===== src/rtl/nested_irq_arbiter.sv =====
module nested_irq_arbiter #(
  parameter int NSRC  = 7,
  parameter int LVL_W = 2,
  parameter int IDX_W = $clog2(NSRC)
) (
  input  logic             clk,
  input  logic             rst_n,
  input  logic             en_we,
  input  logic             hi_we,
  input  logic             lo_we,
  input  logic [7:0]       wdata,
  input  logic [NSRC-1:0]  pend_i,
  input  logic             ack_i,
  input  logic             reti_i,
  output logic             irq_o,
  output logic [IDX_W-1:0] vec_o
);
  localparam int NLVL = 1 << LVL_W;

  logic [7:0]       en_q;
  logic [NSRC-1:0]  hi_q, lo_q;
  logic [NLVL-1:0]  isr_q;
  logic             irq_q;
  logic [IDX_W-1:0] vec_q;
  logic [LVL_W-1:0] lvl_q;

  logic [NSRC-1:0]  elig;
  logic             found;
  logic [LVL_W-1:0] best_lvl;
  logic [IDX_W-1:0] best_idx;
  logic             busy;
  logic [LVL_W-1:0] top_lvl;
  logic [NLVL-1:0]  top_mask;
  logic             allow;

  assign elig = pend_i & en_q[NSRC-1:0] & {NSRC{en_q[7]}};

  always_comb begin
    found    = 1'b0;
    best_lvl = '0;
    best_idx = '0;
    for (int i = 0; i < NSRC; i++) begin
      if (elig[i] && (!found || {hi_q[i], lo_q[i]} > best_lvl)) begin
        found    = 1'b1;
        best_lvl = {hi_q[i], lo_q[i]};
        best_idx = IDX_W'(i);
      end
    end
  end

  always_comb begin
    busy     = 1'b0;
    top_lvl  = '0;
    top_mask = '0;
    for (int l = 0; l < NLVL; l++) begin
      if (isr_q[l]) begin
        busy     = 1'b1;
        top_lvl  = LVL_W'(l);
        top_mask = NLVL'(1) << l;
      end
    end
  end

  assign allow = !busy || (best_lvl > top_lvl);

  always_ff @(posedge clk or negedge rst_n) begin
    if (!rst_n) begin
      en_q <= '0;
      hi_q <= '0;
      lo_q <= '0;
    end else begin
      if (en_we) en_q <= wdata;
      if (hi_we) hi_q <= wdata[NSRC-1:0];
      if (lo_we) lo_q <= wdata[NSRC-1:0];
    end
  end

  always_ff @(posedge clk or negedge rst_n) begin
    if (!rst_n) begin
      irq_q <= 1'b0;
      vec_q <= '0;
      lvl_q <= '0;
      isr_q <= '0;
    end else begin
      if (ack_i || reti_i) irq_q <= 1'b0;
      else                 irq_q <= found && allow;
      if (!(ack_i || reti_i) && found) begin
        vec_q <= best_idx;
        lvl_q <= best_lvl;
      end
      isr_q <= (isr_q & ~(reti_i ? top_mask : '0))
             | ((ack_i && irq_q) ? (NLVL'(1) << lvl_q) : '0);
    end
  end

  assign irq_o = irq_q;
  assign vec_o = vec_q;

  assert_reset_idle_R1: assert property (@(posedge clk)
    !rst_n |=> (!irq_q || $past(rst_n)));

  assert_gate_global_R3: assert property (@(posedge clk) disable iff (!rst_n)
    irq_q |-> $past(en_q[7]));

  assert_winner_eligible_R2: assert property (@(posedge clk) disable iff (!rst_n)
    irq_q |-> ($past(elig) & (NSRC'(1) << vec_q)) != '0);

  assert_strict_preempt_R5: assert property (@(posedge clk) disable iff (!rst_n)
    irq_q |-> (!$past(busy) || lvl_q > $past(top_lvl)));

  assert_top_level_blocks_R6: assert property (@(posedge clk) disable iff (!rst_n)
    $past(isr_q[NLVL-1]) |-> !irq_q);

  assert_ack_drops_req_R8: assert property (@(posedge clk) disable iff (!rst_n)
    (ack_i || reti_i) |=> !irq_q);

  assert_ack_marks_level_R8: assert property (@(posedge clk) disable iff (!rst_n)
    (ack_i && irq_q && !reti_i) |=> isr_q[$past(lvl_q)]);

  assert_reti_clears_top_R9: assert property (@(posedge clk) disable iff (!rst_n)
    (reti_i && !ack_i && busy) |=> !isr_q[$past(top_lvl)]);
endmodule


===== config.mk =====
export PLATFORM = sky130hd
export DESIGN_NAME = nested_irq_arbiter
export DESIGN_NICKNAME = d
export VERILOG_FILES = /design/src/rtl/nested_irq_arbiter.sv
export SDC_FILE = /design/constraint.sdc
export NUM_CORES = 1
export LEC_CHECK = 0
export ABC_AREA = 1
export CORE_ASPECT_RATIO = 0.5
export CORE_MARGIN = 1
export CORE_UTILIZATION = 40
export DETAILED_ROUTE_END_ITERATION = 6
export PLACE_DENSITY = 0.64
export SKIP_CTS_REPAIR_TIMING = 1
export SYNTH_ARGS = -nofsm -noshare
export SYNTH_HDL_FRONTEND = slang
export SYNTH_SLANG_ARGS = --single-unit

===== constraint.sdc =====
create_clock -name clk -period 6.5 [get_ports clk]
set_input_delay 0.975 -clock clk [delete_from_list [all_inputs] [get_ports clk]]
set_output_delay 0.975 -clock clk [all_outputs]
set_load 0.02 [all_outputs]

==> results.py, run 1 <==
metrics = {
    "job": {
        "maxCapViolCount": 0,
    },
    "routing": {
        "vias": 1783,
        "drtIter0Drc": 39,
        "remaining_drc_errors": 0,
        "wire_per_inst_um": 13.6,
        "routed_via_density": 4.81,
        "wirelength_mm": 5.04,
        "detail-route-antenna-nets": 0,
        "drtPass1Iterations": 5,
    },
    "setup_path": {
        "start_kind": "input port",
        "worstPathArrival_ps": 7020,
        "r2r_cells": 59,
        "cp-end-kind": "flip-flop",
        "path_max_fanout": 4,
        "slowest_delay_ps": 270,
        "crit_path_top_delay_cell": "ha_1",
        "r2r_setup_slack_ps": 20,
        "worstPathRequired_ps": 6670,
        "path_class": "input port to flip-flop",
    },
    "power_and_ir_drop": {
        "peakVddDrop_mv": 0.0865,
        "p_seq_share_pct": 36.1,
        "swShare_pct": 33.8,
        "leakage_nw": 1.44,
        "powerDensity_mw_per_mm2": 227,
        "p_int_w": 0.000449,
        "p_sw_w": 0.000229,
        "clock_power_share_pct": 23.8,
        "comb_power_share_pct": 40.2,
    },
    "grt": {
        "grt_start_max_net_pins": 33,
        "grt_pass1_wl_mm": 7.77,
        "grt-ovfl-total": 0,
        "grt_pass1_vias": 1780,
        "antenna_found_initial": 0,
        "grt_use_total_pct": 19.5,
    },
    "timing": {
        "post-route-min-period_ps": 6850,
        "fin_ws_ps": -349,
        "max_freq_mhz": 146,
        "tightestPinTransition_ps": 525,
        "finalSetupViolations": 1,
        "relSlewSlack_pct": 64.9,
        "rsz0062_at_grt": "true",
        "hold_violations": 0,
        "post-route-period-util_pct": 105,
        "report.final.slew_viol_count": 0,
        "timing.clock.skew_ps": 8.89,
    },
    "clocking": {
        "cts_tree": "done",
        "cts-buffers-inserted": 5,
        "path_clk_slew_ps": 70,
        "clock-sinks": 32,
        "clock_latency_ps": 280,
        "ctsLongestPathBuffers": 2,
        "cts_root_buffer": "clkbuf_8",
        "htree_levels": 2,
    },
    "die": {
        "coreArea_sq_mm": 0.00462,
        "die_area_sq_mm": 0.00534,
        "die_h_um": 52.2,
        "start_util_pct": 43.7,
        "io_pins": 26,
        "std_cell_rows": 17,
        "die_w_um": 102,
    },
    "synthesis": {
        "ys_seq_area_share_pct": 39.7,
        "synth_warnings": 0,
        "synthTopCellsByArea": "dfrtp_1, nand2_1, ha_1",
        "syn-num-nets": 270,
        "synth_area_sq_mm": 0.00202,
        "synth_cell_types": 27,
        "synth_top_area_cell": "dfrtp_1",
        "yosysTopAreaCellShare_pct": 39.7,
        "synthCells": 234,
        "ys_ff_latch": 32,
        "avgSynthCellArea_sq_um": 8.61,
    },
    "place": {
        "gp_congestion": 0.846,
        "dp_slack_ps": -1370,
        "portBuffers": 25,
        "dp_hpwl_mm": 3.52,
    },
    "layout": {
        "drive_gt1_share_pct": 45.6,
        "n_fill_cell": 394,
        "syn_to_final_growth_pct": 48.0,
        "num_antenna_cells": 0,
        "nNetsFinal": 340,
        "final_util_pct": 64.6,
    },
    "run_status": {
        "outcome": "finished with violations",
        "violations": "setup timing",
    },
    "min_path": {
        "min_path_cells": 2,
        "hold_path.class": "flip-flop to flip-flop",
    },
}
metal layers:
metal,vias up,GRT usage (%),part of all wire (%)
met2,21,35.1,50
met3,2,4.93,2.5
met5,-,0,0
li1,901,-,-
met4,0,4.05,0.46
met1,859,23.8,47
Yosys cell counts:
cell type,n
a21oi_1,3
a21oi_2,2
and2_1,6
buf_6,1
clkbuf_1,3
clkinv_1,1
dfrtp_1,32
ha_1,14
inv_1,30
inv_2,5
mux2_2,11
nand2_1,49
nand2_2,10
nand2_4,1
nand3_1,9
nand3_2,13
nand3_4,2
nand4_2,1
nor2_1,11
nor2_2,1
nor3_1,1
o21ai_0,21
o21ai_1,2
o22a_1,2
o22ai_1,1
o31ai_1,1
o32ai_1,1
power by group through the flow:
stage | clock network (W) | registers, W | logic, W
2_1_floorplan | 0 | 0.000250 | 0.000122
3_3_place_gp | 0 | 0.000245 | 0.000206
3_5_place_dp | 0 | 0.000246 | 0.000214
4_1_cts | 0.000166 | 0.000242 | 0.000216
5_1_grt | 0.000175 | 0.000248 | 0.000304
6_report | 0.000161 | 0.000245 | 0.000272
critical path: cells and delay by family:
kind | cells | cell delay (ps)
adder cells (fa/ha/maj) | 7 | 1720
AO/OA/AOI/OAI | 10 | 1080
AND/OR/NAND/NOR | 30 | 2460
buffers and inverters | 13 | 770
worst paths after layout:
kind,to,startpoint
min reg2reg,lvl_q[1]$_DFFE_PN0P_,lvl_q[1]$_DFFE_PN0P_
max,irq_o$_DFF_PN0_,pend_i[0]
max reg2reg,irq_o$_DFF_PN0_,en_q[0]$_DFFE_PN0P_
max in group asynchronous,en_q[0]$_DFFE_PN0P_,rst_n
min,lvl_q[1]$_DFFE_PN0P_,lvl_q[1]$_DFFE_PN0P_
min in group asynchronous,isr_q[2]$_DFF_PN0_,rst_n
stage by stage:
step | area (sq um) | hold WS (ps) | power, W | cells | TNS, ps
detailed placement | 2580 | 466 | 0.000461 | 355 | -5730
finish | 2980 | 478 | 0.000678 | 371 | -349
CTS | 2680 | 486 | 0.000624 | 363 | -4170
floorplan | 2020 | 449 | 0.000372 | 234 | -455
global placement | 2580 | 471 | 0.000451 | 355 | -4890
global route | 2980 | 535 | 0.000727 | 371 | -2730
layout make-up:
cell class,instances,area [sq um],area share (%)
Multi-Input combinational cell,162,1280,43.0
Sequential cell,32,801,26.8
Timing Repair Buffer,67,586,19.6
Inverter,36,138,4.61
Clock buffer,6,82.6,2.77
Tap cell,66,82.6,2.77
Clock inverter,2,10.0,0.336
placed cells by master, fill, tap and decap left out, drive strengths merged:
| master | synthesis | routed |
|---|---|---|
| nor2 | 12 | 12 |
| o22ai | 1 | 1 |
| buf | 1 | 43 |
| inv | 35 | 35 |
| clkinv | 1 | 3 |
| clkdlybuf4s50 | 0 | 24 |
| nand4 | 1 | 1 |
| nand2 | 60 | 60 |
| dfrtp | 32 | 32 |
| and2 | 6 | 6 |
| nand3 | 24 | 24 |
| clkbuf | 3 | 6 |
| o22a | 2 | 2 |
| mux2 | 11 | 11 |
| ha | 14 | 14 |
| o21ai | 23 | 23 |
| a21oi | 5 | 5 |
| o31ai | 1 | 1 |
| nor3 | 1 | 1 |
| o32ai | 1 | 1 |
registers in the layout (all words and copies together) (netlist names):
name	cells
en_q	8
hi_q	7
lo_q	7
isr_q	4
vec_o	3
lvl_q	2
irq_o	1
cells by family after synthesis:
group	count (synthesis)	share of synthesized area (%)
muxes	11	6.15
buffers and inverters	40	7.82
DFF	32	39.7
adders and majority gates	14	8.69
AOI/OAI and AO/OA	33	9.31
and+or+nand+nor	104	28.3
No activity file was read; power rests on OpenSTA's default activity.
==> inputs of run 2 (changes only) <==
--- a/config.mk
+++ b/config.mk
@@ -8,9 +8,11 @@
 export ABC_AREA = 1
 export CORE_ASPECT_RATIO = 0.5
 export CORE_MARGIN = 1
-export CORE_UTILIZATION = 40
+export CORE_UTILIZATION = 50
+export CTS_CLUSTER_SIZE = 25
 export DETAILED_ROUTE_END_ITERATION = 6
-export PLACE_DENSITY = 0.64
+export PLACE_DENSITY = 0.77
+export SETUP_SLACK_MARGIN = 0.2
 export SKIP_CTS_REPAIR_TIMING = 1
 export SYNTH_ARGS = -nofsm -noshare
 export SYNTH_HDL_FRONTEND = slang
==> results.py, run 2 (synthesis gave the netlist of run 1 again) <==
metrics = {
    "die": {
        "coreArea_sq_mm": 0.00364,
        "die_h_um": 46.9,
        "die_area_sq_mm": 0.00430,
        "io_pins": 26,
        "std_cell_rows": 15,
        "start_util_pct": 55.4,
        "die_w_um": 91.8,
    },
    "routing": {
        "wire_per_inst_um": 18.1,
        "wirelength_mm": 6.55,
        "drtIter0Drc": 182,
        "routed_via_density": 5.71,
        "vias": 2068,
        "drtPass1Iterations": 5,
        "detail-route-antenna-nets": 0,
        "remaining_drc_errors": 0,
    },
    "power_and_ir_drop": {
        "p_sw_w": 0.000253,
        "total_power_w": 0.000720,
        "leakage_nw": 1.47,
        "clock_power_share_pct": 23.7,
        "swShare_pct": 35.1,
        "p_int_w": 0.000468,
        "peakVddDrop_mv": 0.108,
        "comb_power_share_pct": 42.3,
        "p_seq_share_pct": 34.0,
        "powerDensity_mw_per_mm2": 234,
    },
    "layout": {
        "layout_commonest_cell": "buf_4",
        "final_cell_mix": "buf_4, nand2_1, dfrtp_1, clkdlybuf4s50_1, inv_1",
        "num_antenna_cells": 0,
        "nNetsFinal": 347,
        "drive_gt1_share_pct": 49.2,
        "final_util_pct": 84.4,
        "largest_reg_flops": 8,
        "n_fill_cell": 179,
        "largest_register": "en_q",
        "syn_to_final_growth_pct": 52.4,
        "largest_registers": "en_q x8, hi_q x7, lo_q x7",
    },
    "grt": {
        "grt-ovfl-total": 0,
        "antenna_found_initial": 0,
        "grt_pass1_wl_mm": 7.82,
        "grt_start_max_net_pins": 33,
        "grt_use_total_pct": 24.4,
        "grt_pass1_vias": 1790,
    },
    "place": {
        "portBuffers": 25,
        "gp_congestion": 0.805,
        "dp_hpwl_mm": 3.54,
        "dp_slack_ps": -1390,
    },
    "clocking": {
        "cts-buffers-inserted": 5,
        "clock_latency_ps": 290,
        "cts_tree": "done",
        "clock-sinks": 32,
        "path_clk_slew_ps": 70,
        "cts_root_buffer": "clkbuf_8",
        "htree_levels": 2,
        "ctsLongestPathBuffers": 2,
    },
    "setup_path": {
        "worstPathRequired_ps": 6720,
        "cp-startpoint": "pend_i[0]",
        "r2r_cells": 59,
        "r2r_start": "en_q[0]$_DFFE_PN0P_",
        "crit_path_top_delay_cell": "ha_4",
        "cp-end-kind": "flip-flop",
        "critical_path.top_delay_family": "simple AND/OR/NAND/NOR gates",
        "path_class": "input port to flip-flop",
        "critPathBufInv": 13,
        "worstPathArrival_ps": 7670,
        "cp.depth": 60,
        "start_kind": "input port",
        "path_max_fanout": 4,
        "cp_common_cell": "nand2_2",
        "slowest_delay_ps": 290,
    },
    "timing": {
        "timing.clock.skew_ps": 10.5,
        "tightestPinTransition_ps": 574,
        "hold_violations": 0,
        "fin_hold_ws_ps": 478,
        "relSlewSlack_pct": 61.6,
        "post-route-min-period_ps": 7440,
        "rsz0062_at_grt": "true",
        "report.final.slew_viol_count": 0,
        "fin_ws_ps": -942,
        "finalSetupViolations": 6,
        "max_freq_mhz": 134,
        "post-route-period-util_pct": 114,
    },
    "min_path": {
        "min_from": "lvl_q[1]$_DFFE_PN0P_",
        "hold_path.class": "flip-flop to flip-flop",
        "min_path_cells": 2,
    },
    "job": {
        "maxCapViolCount": 0,
    },
    "run_status": {
        "violations": "setup timing",
        "outcome": "finished with violations",
    },
}
## run 2: final timing paths
kind	endpoint	slack (ps)
setup reg to reg	irq_o$_DFF_PN0_	-610
hold reg to reg	lvl_q[1]$_DFFE_PN0P_	480
hold / removal	lvl_q[1]$_DFFE_PN0P_	480
setup / recovery	irq_o$_DFF_PN0_	-940
max in group asynchronous	lo_q[1]$_DFFE_PN0P_	5090
min in group asynchronous	isr_q[2]$_DFF_PN0_	1100
## run 2: tightest hold or removal path: stages (launching register included)
cell     delay, ps
dfrtp_1        340
nand2_1         60
nand2_1         50
## run 2: power by group through the flow
stage / sequential, W / clock [W] / combinational, W
floorplan: 0.000251 / 0 / 0.000124
global placement: 0.000245 / 0 / 0.000209
detailed placement: 0.000246 / 0 / 0.000219
CTS: 0.000242 / 0.000171 / 0.000220
global route: 0.000248 / 0.000181 / 0.000327
finish: 0.000245 / 0.000171 / 0.000305
## run 2: area by class of cell
class | count | area (sq um) | area share (%)
clock buffer | 7 | 96.3 | 3.14
inverter | 36 | 140 | 4.56
multi-input combinational | 162 | 1340 | 43.6
sequential | 32 | 801 | 26.1
tap | 51 | 63.8 | 2.08
timing repair buffer | 74 | 631 | 20.5
## run 2: metal layers
layer / global-route usage, % / share of wire, % / vias up
met3: 6.31 / 6.9 / 36
met4: 8.75 / 4.9 / 0
met2: 46.0 / 51 / 112
li1: - / - / 918
met1: 28.5 / 38 / 1002
met5: 0 / 0 / -
## run 2: per-stage QoR
stage / TNS [ps] / instances / instance area [sq um]
after floorplan: -422 / 234 / 2030
after global placement: -4250 / 343 / 2600
after detailed placement: -5730 / 343 / 2600
after CTS: -4140 / 350 / 2700
after global routing: -5030 / 362 / 3070
final: -3670 / 362 / 3070
==> inputs of run 3 (changes only) <==
==> constraint.sdc (replaced) <==
create_clock -name clk -period 6.5 [get_ports clk]
set_input_delay 1.3 -clock clk [delete_from_list [all_inputs] [get_ports clk]]
set_output_delay 1.3 -clock clk [all_outputs]
set_load 0.02 [all_outputs]
==> results.py, run 3 (synthesis gave the netlist of run 1 again) <==
metrics = {
    "run_status": {
        "outcome": "finished with violations",
        "violations": "setup timing",
    },
    "grt": {
        "grt-ovfl-total": 0,
        "grt_use_total_pct": 23.7,
        "antenna_found_initial": 0,
        "grt_pass1_vias": 1694,
        "grt_start_max_net_pins": 33,
        "grt_pass1_wl_mm": 7.42,
    },
    "timing": {
        "tightestPinTransition_ps": 562,
        "post-route-min-period_ps": 7640,
        "max_freq_mhz": 131,
        "post-route-period-util_pct": 118,
        "fin_ws_ps": -1140,
        "fin_hold_ws_ps": 487,
        "finalSetupViolations": 6,
        "rsz0062_at_grt": "true",
        "report.final.slew_viol_count": 0,
        "relSlewSlack_pct": 62.4,
        "hold_violations": 0,
        "timing.clock.skew_ps": 6.61,
    },
    "clocking": {
        "cts_root_buffer": "clkbuf_8",
        "cts_tree": "done",
        "path_clk_slew_ps": 70,
        "clock-sinks": 32,
        "ctsLongestPathBuffers": 2,
        "cts-buffers-inserted": 5,
        "htree_levels": 2,
        "clock_latency_ps": 290,
    },
    "place": {
        "dp_slack_ps": -1670,
        "portBuffers": 25,
        "post_dp_cell_area_sq_mm": 0.00262,
        "gp_congestion": 0.824,
        "dp_hpwl_mm": 3.59,
        "dp.cells": 345,
    },
    "min_path": {
        "holdPathEnd": "lvl_q[1]$_DFFE_PN0P_",
        "hold_path.class": "flip-flop to flip-flop",
        "min_path_cells": 2,
        "min_from": "lvl_q[1]$_DFFE_PN0P_",
    },
    "die": {
        "die_w_um": 91.8,
        "die_area_sq_mm": 0.00430,
        "die_h_um": 46.9,
        "coreArea_sq_mm": 0.00364,
        "start_util_pct": 55.4,
        "io_pins": 26,
        "std_cell_rows": 15,
    },
    "power_and_ir_drop": {
        "swShare_pct": 35.5,
        "comb_power_share_pct": 42.5,
        "total_power_w": 0.000690,
        "p_int_w": 0.000445,
        "p_seq_share_pct": 35.6,
        "clock_power_share_pct": 21.9,
        "leakage_nw": 1.47,
        "powerDensity_mw_per_mm2": 228,
        "p_sw_w": 0.000245,
        "peakVddDrop_mv": 0.119,
    },
    "layout": {
        "largest_registers": "en_q x8, hi_q x7, lo_q x7",
        "fin_area_sq_mm": 0.00303,
        "final-instance-count-excl-fill": 364,
        "final_cell_mix": "buf_4, nand2_1, dfrtp_1, clkdlybuf4s50_1, inv_1",
        "drive_gt1_share_pct": 48.6,
        "largest_register": "en_q",
        "largest_reg_flops": 8,
        "syn_to_final_growth_pct": 50.3,
        "num_antenna_cells": 0,
        "layout_commonest_cell": "buf_4",
        "nNetsFinal": 349,
    },
    "setup_path": {
        "crit_path_top_delay_cell": "ha_1",
        "path_class": "input port to flip-flop",
        "worstPathArrival_ps": 7870,
        "slowest_delay_ps": 290,
        "cp_common_cell": "nand2_2",
        "reg2reg_to": "irq_o$_DFF_PN0_",
        "path_max_fanout": 4,
        "worstPathRequired_ps": 6720,
        "r2r_setup_slack_ps": -520,
        "cp-end-kind": "flip-flop",
        "r2r_start": "en_q[7]$_DFFE_PN0P_",
        "r2r_cells": 59,
        "start_kind": "input port",
    },
    "routing": {
        "routed_via_density": 5.35,
        "wirelength_mm": 6.02,
        "remaining_drc_errors": 0,
        "detail-route-antenna-nets": 0,
        "wire_per_inst_um": 16.5,
        "vias": 1948,
        "drtPass1Iterations": 4,
        "drtIter0Drc": 90,
    },
    "job": {
        "maxCapViolCount": 0,
    },
}
[run 3: cell type report]
class	count	area [sq um]
Clock buffer	6	72.6
Clock inverter	1	5.00
Fill cell	190	612
Inverter	36	138
Multi-Input combinational cell	162	1290
Sequential cell	32	801
Tap cell	51	63.8
Timing Repair Buffer	76	657
[run 3: stage by stage]
step                TNS [ps]  utilization [%]
global placement       -6300             71.9
global route           -6610             83.2
CTS                    -6080             74.0
floorplan              -1760                -
finish                 -5020             83.2
detailed placement     -7650             71.9
[run 3: power groups by stage]
stage	sequential (W)	clock (W)	combinational (W)
floorplan	0.000251	0	0.000124
global placement	0.000245	0	0.000210
detailed placement	0.000246	0	0.000220
CTS	0.000243	0.000150	0.000221
global route	0.000248	0.000158	0.000317
finish	0.000245	0.000151	0.000293
[run 3: critical path, delay by kind of cell]
family / cells / cell delay [ps]
adders and majority gates: 7 / 1740
buffers and inverters: 13 / 810
and+or+nand+nor: 30 / 2650
AOI/OAI and AO/OA: 10 / 1340
[run 3: metal layers]
layer / vias to the layer above / global-route usage (%) / part of all wire [%]
met5: - / 0 / 0
met4: 0 / 9.38 / 2.3
met3: 17 / 5.34 / 4.0
met2: 68 / 43.8 / 51
met1: 947 / 28.6 / 42
li1: 916 / - / -
[run 3: worst max path at each step]
stage	from	to	slack, ps
floorplan	pend_i[0]	irq_o$_DFF_PN0_	-750
global placement	pend_i[0]	irq_o$_DFF_PN0_	-1420
detailed placement	pend_i[0]	irq_o$_DFF_PN0_	-1670
CTS	pend_i[0]	irq_o$_DFF_PN0_	-1400
global route	pend_i[0]	irq_o$_DFF_PN0_	-1450
finish	pend_i[0]	irq_o$_DFF_PN0_	-1140
